==> src/rtl/mafl_pkg.sv <==
package mafl_pkg;
   typedef struct packed {
      logic zero;
      logic inf;
      logic nan;
      logic snan;
   } opnd_class_t;

   // condition-code bit positions
   localparam int CC_CARRY = 0;
   localparam int CC_OVF   = 1;
   localparam int CC_ZERO  = 2;
   localparam int CC_NEG   = 3;
   localparam int CC_INF   = 4;
   localparam int CC_LIM   = 5;
   localparam int CC_RND   = 6;
   localparam int CC_ACC   = 7;

   // exception-status bit positions
   localparam int ER_INX   = 0;
   localparam int ER_DZ    = 1;
   localparam int ER_UNF   = 2;
   localparam int ER_OVF   = 3;
   localparam int ER_OPERR = 4;
   localparam int ER_SNAN  = 5;
   localparam int ER_NAN   = 6;
   localparam int ER_UNORD = 7;

   localparam int FLAG_W   = 8;

   // condition bits written by the multiply-add update
   localparam logic [FLAG_W-1:0] CC_OWNED_MASK =
      (8'd1 << CC_ZERO) | (8'd1 << CC_NEG) | (8'd1 << CC_INF);
endpackage

==> src/rtl/mafl_classify.sv <==
module mafl_classify
   import mafl_pkg::*;
#(
   parameter int EXP_W     = 8,
   parameter int FRAC_W    = 23,
   parameter bit QUIET_MSB = 1'b1
) (
   input  logic [EXP_W+FRAC_W-1:0] mag,
   output opnd_class_t             cls
);
   logic [EXP_W-1:0]  expo;
   logic [FRAC_W-1:0] frac;
   logic              exp_ones;
   logic              exp_zero;
   logic              frac_zero;
   logic              quiet;

   assign expo      = mag[EXP_W+FRAC_W-1:FRAC_W];
   assign frac      = mag[FRAC_W-1:0];
   assign exp_ones  = &expo;
   assign exp_zero  = ~|expo;
   assign frac_zero = ~|frac;

   generate
      if (QUIET_MSB) begin : g_quiet_high
         assign quiet = frac[FRAC_W-1];
      end else begin : g_quiet_low
         assign quiet = ~frac[FRAC_W-1];
      end
   endgenerate

   assign cls.zero = exp_zero & frac_zero;
   assign cls.inf  = exp_ones & frac_zero;
   assign cls.nan  = exp_ones & ~frac_zero;
   assign cls.snan = exp_ones & ~frac_zero & ~quiet;
endmodule

==> src/rtl/mafl_merge.sv <==
module mafl_merge
   import mafl_pkg::*;
#(
   parameter int N_OPND = 5
) (
   input  opnd_class_t       cls [N_OPND],
   input  logic              s3_sign,
   input  logic              d2_sign,
   input  logic              res_sign,
   input  logic              mul_inexact,
   input  logic              mul_ovf,
   input  logic              mul_unf,
   input  logic              add_inexact,
   input  logic              add_ovf,
   input  logic              add_unf,
   output logic [FLAG_W-1:0] cc_new,
   output logic [FLAG_W-1:0] er_new
);
   localparam int I_S1  = 0;
   localparam int I_S2  = 1;
   localparam int I_S3  = 2;
   localparam int I_D2  = 3;
   localparam int I_RES = 4;

   initial begin
      if (N_OPND != 5) $error("mafl_merge: N_OPND must be 5");
   end

   logic mul_invalid;
   logic add_invalid;
   logic src_snan;

   assign mul_invalid = (cls[I_S1].inf & cls[I_S2].zero) |
                        (cls[I_S1].zero & cls[I_S2].inf);
   assign add_invalid = cls[I_S3].inf & cls[I_D2].inf & (s3_sign ^ d2_sign);
   assign src_snan    = cls[I_S1].snan | cls[I_S2].snan |
                        cls[I_S3].snan | cls[I_D2].snan;

   always_comb begin
      cc_new           = '0;
      cc_new[CC_ZERO]  = cls[I_RES].zero;
      cc_new[CC_NEG]   = res_sign;
      cc_new[CC_INF]   = cls[I_RES].inf;

      er_new           = '0;
      er_new[ER_INX]   = mul_inexact | add_inexact;
      er_new[ER_UNF]   = mul_unf | add_unf;
      er_new[ER_OVF]   = mul_ovf | add_ovf;
      er_new[ER_OPERR] = mul_invalid | add_invalid;
      er_new[ER_SNAN]  = src_snan;
      er_new[ER_NAN]   = cls[I_RES].nan;
   end

   // classes from separate classifiers must be mutually exclusive
   for (genvar i = 0; i < N_OPND; i++) begin : g_cls_chk
      always_comb begin
         assert_class_excl_R3: assert ($onehot0({cls[i].zero, cls[i].inf, cls[i].nan}));
         assert_snan_is_nan_R7: assert (!cls[i].snan || cls[i].nan);
      end
   end
endmodule

==> src/rtl/mpyadd_flag_unit.sv <==
module mpyadd_flag_unit
   import mafl_pkg::*;
#(
   parameter int EXP_W     = 8,
   parameter int FRAC_W    = 23,
   parameter bit QUIET_MSB = 1'b1,
   localparam int WORD_W   = 1 + EXP_W + FRAC_W,
   localparam int MAG_W    = EXP_W + FRAC_W,
   localparam int STAT_W   = 2 * FLAG_W
) (
   input  logic              clk,
   input  logic              rst,
   input  logic              upd_valid,
   input  logic [WORD_W-1:0] op_s1,
   input  logic [WORD_W-1:0] op_s2,
   input  logic [WORD_W-1:0] op_s3,
   input  logic [WORD_W-1:0] op_d2,
   input  logic [WORD_W-1:0] add_res,
   input  logic              mul_inexact,
   input  logic              mul_ovf,
   input  logic              mul_unf,
   input  logic              add_inexact,
   input  logic              add_ovf,
   input  logic              add_unf,
   input  logic              ext_wr,
   input  logic [STAT_W-1:0] ext_val,
   output logic [FLAG_W-1:0] cc_out,
   output logic [FLAG_W-1:0] er_out
);
   localparam int N_OPND = 5;

   initial begin
      if (EXP_W < 2)  $error("mpyadd_flag_unit: EXP_W must be at least 2");
      if (FRAC_W < 2) $error("mpyadd_flag_unit: FRAC_W must be at least 2");
   end

   logic [WORD_W-1:0] words [N_OPND];
   opnd_class_t       cls   [N_OPND];
   logic [FLAG_W-1:0] cc_new, er_new;
   logic [FLAG_W-1:0] cc_q, er_q, cc_d, er_d;

   assign words[0] = op_s1;
   assign words[1] = op_s2;
   assign words[2] = op_s3;
   assign words[3] = op_d2;
   assign words[4] = add_res;

   for (genvar i = 0; i < N_OPND; i++) begin : g_cls
      mafl_classify #(
         .EXP_W     (EXP_W),
         .FRAC_W    (FRAC_W),
         .QUIET_MSB (QUIET_MSB)
      ) u_cls (
         .mag (words[i][MAG_W-1:0]),
         .cls (cls[i])
      );
   end

   mafl_merge #(.N_OPND(N_OPND)) u_merge (
      .cls         (cls),
      .s3_sign     (op_s3[WORD_W-1]),
      .d2_sign     (op_d2[WORD_W-1]),
      .res_sign    (add_res[WORD_W-1]),
      .mul_inexact (mul_inexact),
      .mul_ovf     (mul_ovf),
      .mul_unf     (mul_unf),
      .add_inexact (add_inexact),
      .add_ovf     (add_ovf),
      .add_unf     (add_unf),
      .cc_new      (cc_new),
      .er_new      (er_new)
   );

   always_comb begin
      cc_d = cc_q;
      er_d = er_q;
      if (ext_wr) begin
         cc_d = ext_val[FLAG_W-1:0];
         er_d = ext_val[STAT_W-1:FLAG_W];
      end
      if (upd_valid) begin
         cc_d = (cc_d & ~CC_OWNED_MASK) | (cc_new & CC_OWNED_MASK);
         er_d = er_new;
      end
   end

   always_ff @(posedge clk) begin
      if (rst) begin
         cc_q <= '0;
         er_q <= '0;
      end else begin
         cc_q <= cc_d;
         er_q <= er_d;
      end
   end

   assign cc_out = cc_q;
   assign er_out = er_q;

   assert_reset_clear_R1: assert property (@(posedge clk)
      rst |=> (cc_out == '0 && er_out == '0));

   assert_hold_idle_R2: assert property (@(posedge clk) disable iff (rst)
      (!upd_valid && !ext_wr) |=> ($stable(cc_out) && $stable(er_out)));

   assert_zero_inf_excl_R3: assert property (@(posedge clk) disable iff (rst)
      upd_valid |=> !(cc_out[CC_ZERO] && cc_out[CC_INF]));

   assert_nan_not_zero_R4: assert property (@(posedge clk) disable iff (rst)
      upd_valid |=> !(er_out[ER_NAN] && (cc_out[CC_ZERO] || cc_out[CC_INF])));

   assert_dz_unord_clear_R8: assert property (@(posedge clk) disable iff (rst)
      upd_valid |=> (!er_out[ER_DZ] && !er_out[ER_UNORD]));

   assert_held_bits_R9: assert property (@(posedge clk) disable iff (rst)
      (upd_valid && !ext_wr) |=>
         ((cc_out & ~CC_OWNED_MASK) == ($past(cc_out) & ~CC_OWNED_MASK)));

   assert_ext_load_R10: assert property (@(posedge clk) disable iff (rst)
      (ext_wr && !upd_valid) |=> ({er_out, cc_out} == $past(ext_val)));
endmodule

==> config.mk <==
export PLATFORM = sky130hd
export DESIGN_NAME = mpyadd_flag_unit
export DESIGN_NICKNAME = d
export VERILOG_FILES = /design/src/rtl/mafl_pkg.sv /design/src/rtl/mafl_classify.sv /design/src/rtl/mafl_merge.sv /design/src/rtl/mpyadd_flag_unit.sv
export SDC_FILE = /design/constraint.sdc
export NUM_CORES = 1
export LEC_CHECK = 0
export ABC_CLOCK_PERIOD_IN_PS = 4100
export CORE_MARGIN = 4
export CORE_UTILIZATION = 22
export DETAILED_ROUTE_END_ITERATION = 6
export PLACE_DENSITY = 0.91
export SLEW_MARGIN = 25
export SYNTH_ARGS = -nofsm -noshare
export SYNTH_HDL_FRONTEND = slang
export SYNTH_SLANG_ARGS = --single-unit
==> constraint.sdc <==
create_clock -name clk -period 4.1 [get_ports clk]
set_input_delay 1.23 -clock clk [delete_from_list [all_inputs] [get_ports clk]]
set_output_delay 1.23 -clock clk [all_outputs]
set_load 0.02 [all_outputs]
==> reports/results.env <==
FINALHOLDWORSTSLACK_NS=0.507
POST-CTS-SETUP-BUFFERS=0
LAYOUT.CELL_AREA.NON_FILLER_MM2=0.00322
GRT_START_MAX_NET_PINS=22
SEQUENTIALPOWERSHARE_PCT=30.3
DRIVE_ABOVE_1_SHARE_PCT=1.46
TIMING.MAX_CAP.VIOLATIONS=0
FINALCRITICALPERIOD_NS=2.76
GRT_UTIL_ALL_LAYERS_PCT=21.4
POST_SYNTH_INSTANCE_AREA_MM2=0.00112
PLACEMENT.CELL_AREA_MM2=0.00317
CTSHOLDBUFFERS=0
CRIT_PATH_FREQUENT_CELL='nor2_1'
SETUP.WORST_PATH.END_CLASS='flip-flop'
SYNTH_SEQUENTIAL_AREA_RATIO_PCT=28.7
CTS_MAX_LEVEL=1
DIEHEIGHT_UM=79.2
COMB_POWER_SHARE_PCT=44.8
MAX-VDD-IR-DROP_uV=241
NET-SWITCHING-POWER_uW=123
CRITPATHMAXSTAGEDELAY_NS=1.12
DR.PASS1.ITERS=4
DESIGN.FINAL.NETS=529
STATUS='finished clean'
FINAL-INSTANCE-COUNT-EXCL-FILL=409
CLKPWRFRAC_PCT=24.9
MAX_FREQ_GHz=0.362
CTS_BUFFERS=3
POWER.SHARE.SWITCHING_PCT=22.1
POST_CTS_RESIZE_COUNT=0
SYNTH.LIB_CELLS_USED.DISTINCT=24
TRITONCTS_CLOCK_TREE='built'
SLEW_LIMIT_HEADROOM_PCT=34.0
VIAS_IN_THE_FIRST_GLOBAL_ROUTE=2199
CORE_AREA_MM2=0.00482
FILLER_CELL_COUNT=397
FIN_WS_NS=1.34
INITIAL_ANTENNA_VIOLATION_COUNT=0
WIRE_PER_INST_UM=17.4
TOTAL_INSERTED_ANTENNA_CELLS=0
MASTER_OF_THE_SLOWEST_INSTANCE_ON_THE_CRITICAL_PATH='clkdlybuf4s50_1'
YOSYS_WARNINGS=0
IO_PINS=202
PRE_CTS_WS_NS=1.07
MAX-CLOCK-PATH-BUFFERS=2
R2R_SLACK_NS=3.14
PATH_CLASS='primary input to flip-flop'
CLOCK_SINK_COUNT=16
ROUTED-VIA-COUNT=2008
DESIGN.DIE.AREA_MM2=0.00628
HPWLAFTERDP_MM=6.39
HOLDCRITPATHCLASS='flip-flop to flip-flop'
INTERNAL_POWER_uW=432
SETUP_VIOL=0
SYNTH.NET_COUNT=331
CTS-ROOT-BUF='clkbuf_8'
POSTSYNTHAREAPERCELL_UM2=7.70
NETLIST_INSTANCES=145
CRIT_PATH_DAT_NS=2.87
FP-ROW-COUNT=25
POWER-PER-CELL-AREA_mW_PER_MM2=172
DRC_ERRORS=0
FIN_SETUP_TNS_NS=0
CRITICAL_PATH.CELL_CHAIN='clkdlybuf4s50_1 > mux2i_1 > nor2_1 > a21oi_1 > nor2_1'
FINISH.UTILIZATION_PCT=66.9
WORSTPATHMAXFANOUT=21
CLK_PIN_SLEW_WORST_PATHS_NS=0.06
PLACED_CELLS_INCL_TAPS=405
DRT_ANTENNA_NET_COUNT=0
SYNTH.FF_LATCH_COUNT=16
SLEW_VIOLATIONS=0
FLOW.AREA_GROWTH_FROM_SYNTHESIS_PCT=189
ROUTED_WL_MM=7.11
GRT_SETUP_UNREPAIRED='no'
GRT_PASS1_WL_MM=10.6
CLOCK-SKEW-FINAL_NS=0
BUFFER_PORTS.INSERTED=199
TOTAL_POWER_uW=556
FP.DIEW_UM=79.2
DRT-INITIAL-DRC-COUNT=33
TOTAL_LEAKAGE_POWER_nW=1.10
LAST_WEIGHTED_CONGESTION_VALUE_OF_THE_ROUTABILITY_DRIVEN_PLACER=0.766
REPORT.FINAL.HOLD_VIOL_COUNT=0
INITIAL_CORE_UTIL_PCT=23.2
FINAL-SEQ-AREA_UM2=320
MULTI_INPUT_AREA_UM2=771
WORST_SKEW_PAIR.LATE_LATENCY_NS=0.25
MAX_SLEW.WORST_PIN.SLEW_NS=0.988
CRIT_REQUIRED_NS=4.21
ROUTE.DETAILED.VIAS_PER_INST=4.91
FINAL_MIN_PERIOD_OVER_CLOCK_PERIOD_PCT=67.3
GRT_OVERFLOW_TOTAL=0
CP-START-KIND='primary input'
-- power groups by stage --
stage	Combinational (mW)	Clock [mW]	Sequential (mW)
2_1_floorplan	0.0352	0	0.182
3_3_place_gp	0.243	0	0.171
3_5_place_dp	0.249	0	0.172
4_1_cts	0.251	0.144	0.168
5_1_grt	0.265	0.151	0.169
6_report	0.249	0.138	0.168
-- Yosys cell counts, drive strengths merged --
| cell | n | area, µm² |
|---|---|---|
| a21oi | 2 | 10.0 |
| a211oi | 9 | 72.6 |
| clkbuf | 2 | 7.51 |
| o41ai | 2 | 17.5 |
| nand2 | 6 | 22.5 |
| a32oi | 1 | 8.76 |
| nor2b | 5 | 31.3 |
| nor4 | 34 | 213 |
| xor2 | 1 | 8.76 |
| o22a | 1 | 8.76 |
| a31o | 1 | 8.76 |
| o32a | 1 | 10.0 |
| o31a | 1 | 8.76 |
| buf | 4 | 17.5 |
| o21ai | 1 | 5.00 |
| nand3b | 1 | 7.51 |
| nand4 | 15 | 93.8 |
| nor3 | 8 | 40.0 |
| dfxtp | 16 | 320 |
| nor2 | 21 | 78.8 |
| mux2i | 11 | 110 |
| or4 | 2 | 15.0 |
-- cell type report --
type	count	area share (%)
clock buffers	4	1.71
multi-input cells	123	23.9
flip-flops and latches	16	9.94
well taps	67	2.60
repair buffers	199	61.8
-- cells by family after synthesis --
logic type | after synthesis | synth area share (%)
compound gates | 19 | 13.5
xor+xnor | 1 | 0.785
buf+inv | 6 | 2.24
flops | 16 | 28.7
mux | 11 | 9.87
simple gates | 92 | 45.0
-- critical path: cells and delay by family --
kind	cells	cell delay, ns
buffers and inverters	1	1.12
muxes	1	0.26
AOI/OAI and AO/OA	1	0.14
and+or+nand+nor	2	0.11
-- routing by layer --
layer  vias to the layer above  GRT usage [%]  wire length [µm]  share of wire (%)
met3                        18           8.39               745                 10
met2                       105           43.0              3850                 54
met5                         -              0                 0                  0
met1                       895           19.1              2300                 32
met4                         0           6.53               212                3.0
li1                        990              -                 -                  -
-- placed cells by master (no fill, tap or decap) --
cell and n:
a211oi_1 8, a211oi_2 1, a21oi_1 2, a31o_1 1, a32oi_1 1, clkbuf_8 4, clkdlybuf4s50_1 199, dfxtp_1 16
mux2i_1 11, nand2_1 6, nand3b_1 1, nand4_1 15, nor2_1 21, nor2b_1 5, nor3_1 8, nor4_1 34
o21ai_0 1, o22a_1 1, o31a_1 1, o32a_1 1, o41ai_1 2, or4_1 2, xor2_1 1
-- worst paths after layout --
kind,depth (start not counted),startpoint,end
setup / recovery,5,ext_wr,cc_out[3]
hold / removal,2,flip-flop,flip-flop
hold reg to reg,2,flip-flop,flip-flop
setup reg to reg,4,er_out[5],er_out[5]
Note: power is estimated with default switching activity, not from simulation.
